--- config.mk ---
export PLATFORM = sky130hd
export DESIGN_NAME = tick_timer
export DESIGN_NICKNAME = d
export VERILOG_FILES = /design/src/rtl/tick_timer_pkg.sv /design/src/rtl/tick_ref_sync.sv /design/src/rtl/tick_counter.sv /design/src/rtl/tick_regs.sv /design/src/rtl/tick_timer.sv
export SDC_FILE = /design/constraint.sdc
export NUM_CORES = 1
export LEC_CHECK = 0
export BUFFER_PORTS_ARGS = -buffer_cell sky130_fd_sc_hd__buf_4
export CAP_MARGIN = 20
export CORE_AREA = 4 4 89 91
export DETAILED_ROUTE_END_ITERATION = 8
export DIE_AREA = 0 0 93 95
export GPL_TIMING_DRIVEN = 0
export PLACE_DENSITY = 0.87
export SLEW_MARGIN = 40
export SYNTH_ARGS = -nofsm -noshare
export SYNTH_HDL_FRONTEND = slang
export SYNTH_SLANG_ARGS = --single-unit
--- constraint.sdc ---
create_clock -name clk -period 2.65 [get_ports clk]
set_input_delay 0.53 -clock clk [delete_from_list [all_inputs] [get_ports clk]]
set_output_delay 0.53 -clock clk [all_outputs]
set_load 0.03 [all_outputs]
--- src/rtl/tick_timer_pkg.sv ---
package tick_timer_pkg;

  localparam int unsigned CTL_EN_BIT   = 0;
  localparam int unsigned CTL_IE_BIT   = 1;
  localparam int unsigned CTL_SRC_BIT  = 2;
  localparam int unsigned CTL_FLAG_BIT = 16;

  typedef enum logic [1:0] {
    REG_CTRL    = 2'd0,
    REG_RELOAD  = 2'd1,
    REG_CURRENT = 2'd2,
    REG_CALIB   = 2'd3
  } reg_sel_e;

  typedef struct packed {
    logic core_src;
    logic tick_ie;
    logic enable;
  } ctrl_t;

  // Next counter value for one counting step, on a 32-bit container.
  function automatic logic [31:0] step_value(input logic [31:0] cur, input logic [31:0] rel);
    return (cur == 32'd0) ? rel : cur - 32'd1;
  endfunction

  // A step taken at this value produces a tick.
  function automatic logic is_terminal(input logic [31:0] cur);
    return cur == 32'd1;
  endfunction

endpackage

--- src/rtl/tick_ref_sync.sv ---
module tick_ref_sync #(
  parameter int unsigned SYNC_STAGES = 2
) (
  input  logic clk,
  input  logic rst_n,
  input  logic ref_in,
  output logic ref_rise
);
  localparam int unsigned LAST = SYNC_STAGES;

  logic [LAST:0] chain;

  generate
    for (genvar s = 0; s <= LAST; s++) begin : g_stage
      if (s == 0) begin : g_first
        always_ff @(posedge clk or negedge rst_n)
          if (!rst_n) chain[s] <= 1'b0;
          else        chain[s] <= ref_in;
      end else begin : g_next
        always_ff @(posedge clk or negedge rst_n)
          if (!rst_n) chain[s] <= 1'b0;
          else        chain[s] <= chain[s-1];
      end
    end
  endgenerate

  assign ref_rise = chain[LAST-1] & ~chain[LAST];
endmodule

--- src/rtl/tick_counter.sv ---
module tick_counter
  import tick_timer_pkg::*;
#(
  parameter int unsigned CNT_W = 24
) (
  input  logic             clk,
  input  logic             rst_n,
  input  logic             step,
  input  logic             clear,
  input  logic             flag_rd_clr,
  input  logic             tick_ie,
  input  logic [CNT_W-1:0] reload,
  output logic [CNT_W-1:0] cur,
  output logic             flag,
  output logic             wrap,
  output logic             tick_req
);
  logic [31:0] nxt_wide;
  logic [CNT_W-1:0] nxt;

  assign nxt_wide = step_value(32'(cur), 32'(reload));
  assign nxt      = nxt_wide[CNT_W-1:0];
  assign wrap     = step && !clear && is_terminal(32'(cur));

  wire unused_hi = ^nxt_wide;

  always_ff @(posedge clk or negedge rst_n) begin
    if (!rst_n) begin
      cur      <= '0;
      flag     <= 1'b0;
      tick_req <= 1'b0;
    end else begin
      tick_req <= wrap && tick_ie;
      if (clear)     cur <= '0;
      else if (step) cur <= nxt;
      if (wrap)                      flag <= 1'b1;
      else if (clear || flag_rd_clr) flag <= 1'b0;
    end
  end
endmodule

--- src/rtl/tick_regs.sv ---
module tick_regs
  import tick_timer_pkg::*;
#(
  parameter int unsigned             ADDR_W    = 12,
  parameter int unsigned             CNT_W     = 24,
  parameter logic [ADDR_W-1:0]       BASE_ADDR = 12'h010
) (
  input  logic              clk,
  input  logic              rst_n,
  input  logic              bus_sel,
  input  logic              bus_wr,
  input  logic [ADDR_W-1:0] bus_addr,
  input  logic [31:0]       bus_wdata,
  output logic [31:0]       bus_rdata,
  input  logic [CNT_W-1:0]  cur,
  input  logic              flag,
  input  logic [CNT_W-1:0]  cal_tenms,
  output ctrl_t             ctrl,
  output logic [CNT_W-1:0]  reload,
  output logic              cur_wr,
  output logic              ctrl_rd
);
  localparam int unsigned IDX_LO = 2;
  localparam int unsigned WIN_LO = 4;

  logic     hit;
  reg_sel_e idx;

  assign hit = bus_sel && (bus_addr[ADDR_W-1:WIN_LO] == BASE_ADDR[ADDR_W-1:WIN_LO])
               && (bus_addr[IDX_LO-1:0] == '0);
  assign idx = reg_sel_e'(bus_addr[WIN_LO-1:IDX_LO]);

  assign cur_wr  = hit && bus_wr && (idx == REG_CURRENT);
  assign ctrl_rd = hit && !bus_wr && (idx == REG_CTRL);

  wire unused_base = ^BASE_ADDR[WIN_LO-1:0];
  wire unused_wd   = ^bus_wdata;

  always_ff @(posedge clk or negedge rst_n) begin
    if (!rst_n) begin
      ctrl   <= '0;
      reload <= '0;
    end else if (hit && bus_wr) begin
      if (idx == REG_CTRL) begin
        ctrl.enable   <= bus_wdata[CTL_EN_BIT];
        ctrl.tick_ie  <= bus_wdata[CTL_IE_BIT];
        ctrl.core_src <= bus_wdata[CTL_SRC_BIT];
      end
      if (idx == REG_RELOAD) reload <= bus_wdata[CNT_W-1:0];
    end
  end

  always_comb begin
    bus_rdata = '0;
    if (hit && !bus_wr) begin
      unique case (idx)
        REG_CTRL: begin
          bus_rdata[CTL_EN_BIT]   = ctrl.enable;
          bus_rdata[CTL_IE_BIT]   = ctrl.tick_ie;
          bus_rdata[CTL_SRC_BIT]  = ctrl.core_src;
          bus_rdata[CTL_FLAG_BIT] = flag;
        end
        REG_RELOAD:  bus_rdata[CNT_W-1:0] = reload;
        REG_CURRENT: bus_rdata[CNT_W-1:0] = cur;
        REG_CALIB:   bus_rdata[CNT_W-1:0] = cal_tenms;
        default:     bus_rdata = '0;
      endcase
    end
  end
endmodule

--- src/rtl/tick_timer.sv ---
module tick_timer
  import tick_timer_pkg::*;
#(
  parameter int unsigned       CNT_W       = 24,
  parameter int unsigned       ADDR_W      = 12,
  parameter logic [ADDR_W-1:0] BASE_ADDR   = 12'h010,
  parameter int unsigned       SYNC_STAGES = 2
) (
  input  logic              clk,
  input  logic              rst_n,
  input  logic              bus_sel,
  input  logic              bus_wr,
  input  logic [ADDR_W-1:0] bus_addr,
  input  logic [31:0]       bus_wdata,
  output logic [31:0]       bus_rdata,
  input  logic              ext_ref,
  input  logic              dbg_halt,
  input  logic [CNT_W-1:0]  cal_tenms,
  output logic              tick_req
);
  ctrl_t            ctrl;
  logic [CNT_W-1:0] reload;
  logic [CNT_W-1:0] cur;
  logic             flag;
  logic             cur_wr;
  logic             ctrl_rd;
  logic             ref_rise;
  logic             cnt_step;
  logic             wrap;

  tick_regs #(.ADDR_W(ADDR_W), .CNT_W(CNT_W), .BASE_ADDR(BASE_ADDR)) u_regs (
    .clk(clk), .rst_n(rst_n), .bus_sel(bus_sel), .bus_wr(bus_wr),
    .bus_addr(bus_addr), .bus_wdata(bus_wdata), .bus_rdata(bus_rdata),
    .cur(cur), .flag(flag), .cal_tenms(cal_tenms),
    .ctrl(ctrl), .reload(reload), .cur_wr(cur_wr), .ctrl_rd(ctrl_rd)
  );

  tick_ref_sync #(.SYNC_STAGES(SYNC_STAGES)) u_sync (
    .clk(clk), .rst_n(rst_n), .ref_in(ext_ref), .ref_rise(ref_rise)
  );

  assign cnt_step = ctrl.enable && !dbg_halt && (ctrl.core_src ? 1'b1 : ref_rise);

  tick_counter #(.CNT_W(CNT_W)) u_cnt (
    .clk(clk), .rst_n(rst_n), .step(cnt_step), .clear(cur_wr),
    .flag_rd_clr(ctrl_rd), .tick_ie(ctrl.tick_ie), .reload(reload),
    .cur(cur), .flag(flag), .wrap(wrap), .tick_req(tick_req)
  );
endmodule

==> metrics.txt <==
# TYPE chip_impl_metric gauge
chip_impl_info{name="clockRootBuffer",value="clkbuf_8"} 1
chip_impl_metric{name="irDropWorstVdd",unit="mV"} 0.246
chip_impl_metric{name="standard_cell_row_count",unit=""} 31
chip_impl_metric{name="detail_route.wl_per_cell",unit="microns"} 18.7
chip_impl_metric{name="final.setup_skew",unit="ns"} 0.00957
chip_impl_metric{name="layout_min_cycle_time",unit="ns"} 2.52
chip_impl_metric{name="final_min_period_over_clock_period",unit="%"} 95.2
chip_impl_metric{name="timing.critical_path.required",unit="ns"} 2.12
chip_impl_metric{name="final_max_slew_viol_count",unit=""} 0
chip_impl_metric{name="drc",unit=""} 0
chip_impl_metric{name="cts_buffers",unit=""} 5
chip_impl_metric{name="nNetsFinal",unit=""} 547
chip_impl_metric{name="whs",unit="ns"} 0.264
chip_impl_info{name="worst_setup_path_start_kind",value="input port"} 1
chip_impl_info{name="ys_top_cells_by_area",value="dfrtp_1 38%, mux2_2 15%, a22oi_1 4.5%"} 1
chip_impl_metric{name="clkLatencyLatePin",unit="ns"} 0.32
chip_impl_metric{name="vias_per_cell",unit=""} 6.02
chip_impl_metric{name="floorplan.core_area",unit="sq um"} 7140
chip_impl_metric{name="post_synth_inst_count",unit=""} 368
chip_impl_metric{name="yosysSeqAreaShare",unit="%"} 38.5
chip_impl_metric{name="detailedPlacementHpwl",unit="mm"} 7.86
chip_impl_metric{name="die_height",unit="microns"} 95
chip_impl_metric{name="floorplan.initialDensity",unit="%"} 51.0
chip_impl_metric{name="cts_buffer_depth",unit=""} 2
chip_impl_metric{name="report.final.hold_viol_count",unit=""} 0
chip_impl_metric{name="register_bit_count_reported_by_yosys",unit=""} 56
chip_impl_metric{name="synth-warning-count",unit=""} 0
chip_impl_metric{name="avgSynthCellArea",unit="sq um"} 9.89
chip_impl_info{name="cts_tree",value="built"} 1
chip_impl_info{name="hold_path.class",value="input port to asynchronous set/reset pin"} 1
chip_impl_metric{name="globalRouteOverflowTotal",unit=""} 0
chip_impl_metric{name="globalRouteTotalUtil",unit="%"} 24.5
chip_impl_metric{name="cts_hold_repair.buffers",unit=""} 0
chip_impl_metric{name="clock-sinks",unit=""} 56
chip_impl_metric{name="cts.htree.levels",unit=""} 2
chip_impl_metric{name="routed_wl",unit="mm"} 10.7
chip_impl_info{name="critPathCaptureType",value="output pin"} 1
chip_impl_metric{name="die_area",unit="sq um"} 8840
chip_impl_metric{name="placement.io_buffers",unit=""} 88
chip_impl_metric{name="crit_arrival",unit="ns"} 1.99
chip_impl_metric{name="grt_pass1_vias",unit=""} 3499
chip_impl_info{name="grt_setup_unrepaired",value="false"} 1
chip_impl_metric{name="synth.cell_area",unit="sq um"} 3640
chip_impl_metric{name="diodes_inserted",unit=""} 0
chip_impl_info{name="outcome",value="finished, final reports clean"} 1
chip_impl_metric{name="slew-limit-headroom",unit="%"} 43.3
chip_impl_metric{name="worst-slew-pin-transition",unit="ns"} 0.848
chip_impl_metric{name="cp_max_fo",unit=""} 10
chip_impl_metric{name="number_of_antenna_violations_at_the_first_check_in_global_routing",unit=""} 0
chip_impl_metric{name="utilization",unit="%"} 64.9
chip_impl_metric{name="drtAntennaViolNets",unit=""} 0
chip_impl_info{name="path_class",value="input port to output pin"} 1
chip_impl_metric{name="clk_pin_slew_worst_paths",unit="ns"} 0.11
chip_impl_metric{name="place_congestion",unit=""} 0.913
chip_impl_metric{name="grt_start_max_net_pins",unit=""} 57
chip_impl_metric{name="setup_viol_count_final",unit=""} 0
chip_impl_metric{name="setup_total_negative_slack",unit="ns"} 0
chip_impl_info{name="yosysTopAreaCell",value="dfrtp_1"} 1
chip_impl_metric{name="layout-drive-gt1-share",unit="%"} 39.7
chip_impl_metric{name="drt_pre_antenna_iters",unit=""} 5
chip_impl_metric{name="fmax",unit="MHz"} 397
chip_impl_metric{name="nFillCells",unit=""} 612
chip_impl_metric{name="power_leakage",unit="nW"} 2.11
chip_impl_metric{name="design.portCount",unit=""} 107
chip_impl_metric{name="routed-via-count",unit=""} 3433
chip_impl_metric{name="synth.lib_cells_used.distinct",unit=""} 52
chip_impl_metric{name="layout-area-overhead-vs-synth",unit="%"} 27.2
chip_impl_metric{name="drt_first_iter_violations",unit=""} 279
chip_impl_metric{name="die_x",unit="microns"} 93
chip_impl_metric{name="maxCapViolCount",unit=""} 0
chip_impl_metric{name="cellPowerDensity",unit="nW/um^2"} 352
chip_impl_metric{name="synth_top_area_share",unit="%"} 38.5
chip_impl_metric{name="grt_first_pass_wirelength",unit="mm"} 17.2
-- per-stage QoR --
stage / area (sq um) / power (mW) / setup WS, ns / std cells
after floorplan: 3670 / 0.964 / 0.0733 / 375
after global placement: 4450 / 1.06 / -0.236 / 562
after detailed placement: 4460 / 1.07 / -0.280 / 562
after CTS: 4600 / 1.63 / 0.0812 / 570
after global routing: 4630 / 1.69 / 0.0133 / 570
final: 4630 / 1.63 / 0.128 / 570
-- layout by cell type, fill, tap and decap left out, types with 8 or more instances in the layout --
master,synthesis,final
buf_4,9,98
dfrtp_1,56,56
mux2_2,50,50
nor2_1,37,35
a22oi_1,22,22
nand3_1,16,16
nand2_1,16,16
a32o_1,14,14
nor3_1,13,13
clkbuf_1,16,10
o21ai_1,10,9
o21ai_0,8,8
conb_1,1,8
-- registers in the layout, indices dropped and copies added (netlist names) --
register,count
u_cnt.tick_req,1
u_regs.ctrl,3
u_cnt.flag,1
u_sync.chain,3
u_cnt.cur,24
u_regs.reload,24
-- Yosys cell counts, drive strengths merged --
library cell	count
clkbuf	16
o41ai	1
and4bb	1
nor2b	7
nor2	37
o22ai	3
or2	2
nor3b	2
o2bb2ai	1
conb	1
mux4	4
o311ai	1
nand4bb	1
a2bb2oi	1
and4	2
a21oi	7
mux2i	2
a21boi	1
buf	20
o21a	1
nor3	13
nand3	16
a41oi	1
o31a	1
o31ai	5
or3	3
a22oi	22
o32ai	1
nand2b	2
a31oi	7
inv	6
nor4	7
xor2	1
nand2	16
dfrtp	56
ha	3
a32oi	2
a32o	14
mux2	51
nand4	4
or4	4
and3	2
nor4b	2
o21ai	18
-- layer usage --
| metal | wire length, microns | share of wire (%) | vias to the layer above | GRT usage [%] |
|---|---|---|---|---|
| met1 | 4330 | 41 | 1674 | 31.6 |
| met3 | 776 | 7.3 | 15 | 3.82 |
| met2 | 5440 | 51 | 163 | 42.9 |
| li1 | - | - | 1581 | - |
| met4 | 118 | 1.1 | 0 | 6.96 |
| met5 | 0 | 0 | - | 0 |
-- power breakdown --
group          switching (mW)  leakage (nW)  internal [mW]
Combinational          0.0881          1.30          0.104
Sequential            0.00317         0.750          0.858
Clock                   0.297        0.0541          0.280
Total                   0.388          2.11           1.24
-- kinds of logic after synthesis --
logic type | after synthesis | synth area share, %
AOI/OAI and AO/OA | 87 | 17.1
xor gates and xnor gates | 1 | 0.241
adders and majority gates | 3 | 1.03
buffers and inverters | 42 | 6.22
DFF | 56 | 38.5
muxes | 57 | 18.8
other | 1 | 0.103
and+or+nand+nor | 121 | 18.0
-- final timing paths --
path                                  from          endpoint  slack, ns  depth (start not counted)
setup / recovery               bus_addr[5]     bus_rdata[23]       0.13                          7
setup reg to reg             u_cnt.cur[12]      u_cnt.cur[2]       0.14                          8
hold reg to reg            u_sync.chain[0]   u_sync.chain[1]       0.37                          0
min in group clk                   ext_ref   u_sync.chain[0]       0.31                          1
max in group asynchronous            rst_n  u_regs.reload[4]       1.93                          1
hold / removal                       rst_n     u_cnt.cur[11]       0.26                          1
-- cell type report --
class                   count  area (sq um)  share of cell area, %
multi-input cells         277          2080                   44.9
flip-flops and latches     56          1400                   30.3
repair buffers             89           668                   14.4
plain buffers              35           226                   4.89
well taps                  99           124                   2.67
clock buffers               5          68.8                   1.49
clock inverters             3          42.5                  0.919
inverters                   6          22.5                  0.486
-- repair_timing --
item	in CTS	in global routing
resized for setup	11	4
pin swaps	1	0
setup buffers	1	0
setup endpoints to repair	24	7
-- worst max-delay path: stages --
cell      delay [ns]
buf_4           0.11
nor4b_1         0.30
nand3_1         0.15
or2_2           0.38
clkbuf_8        0.20
nor2_1          0.14
buf_4           0.18
(Power assumes the default switching activity.)
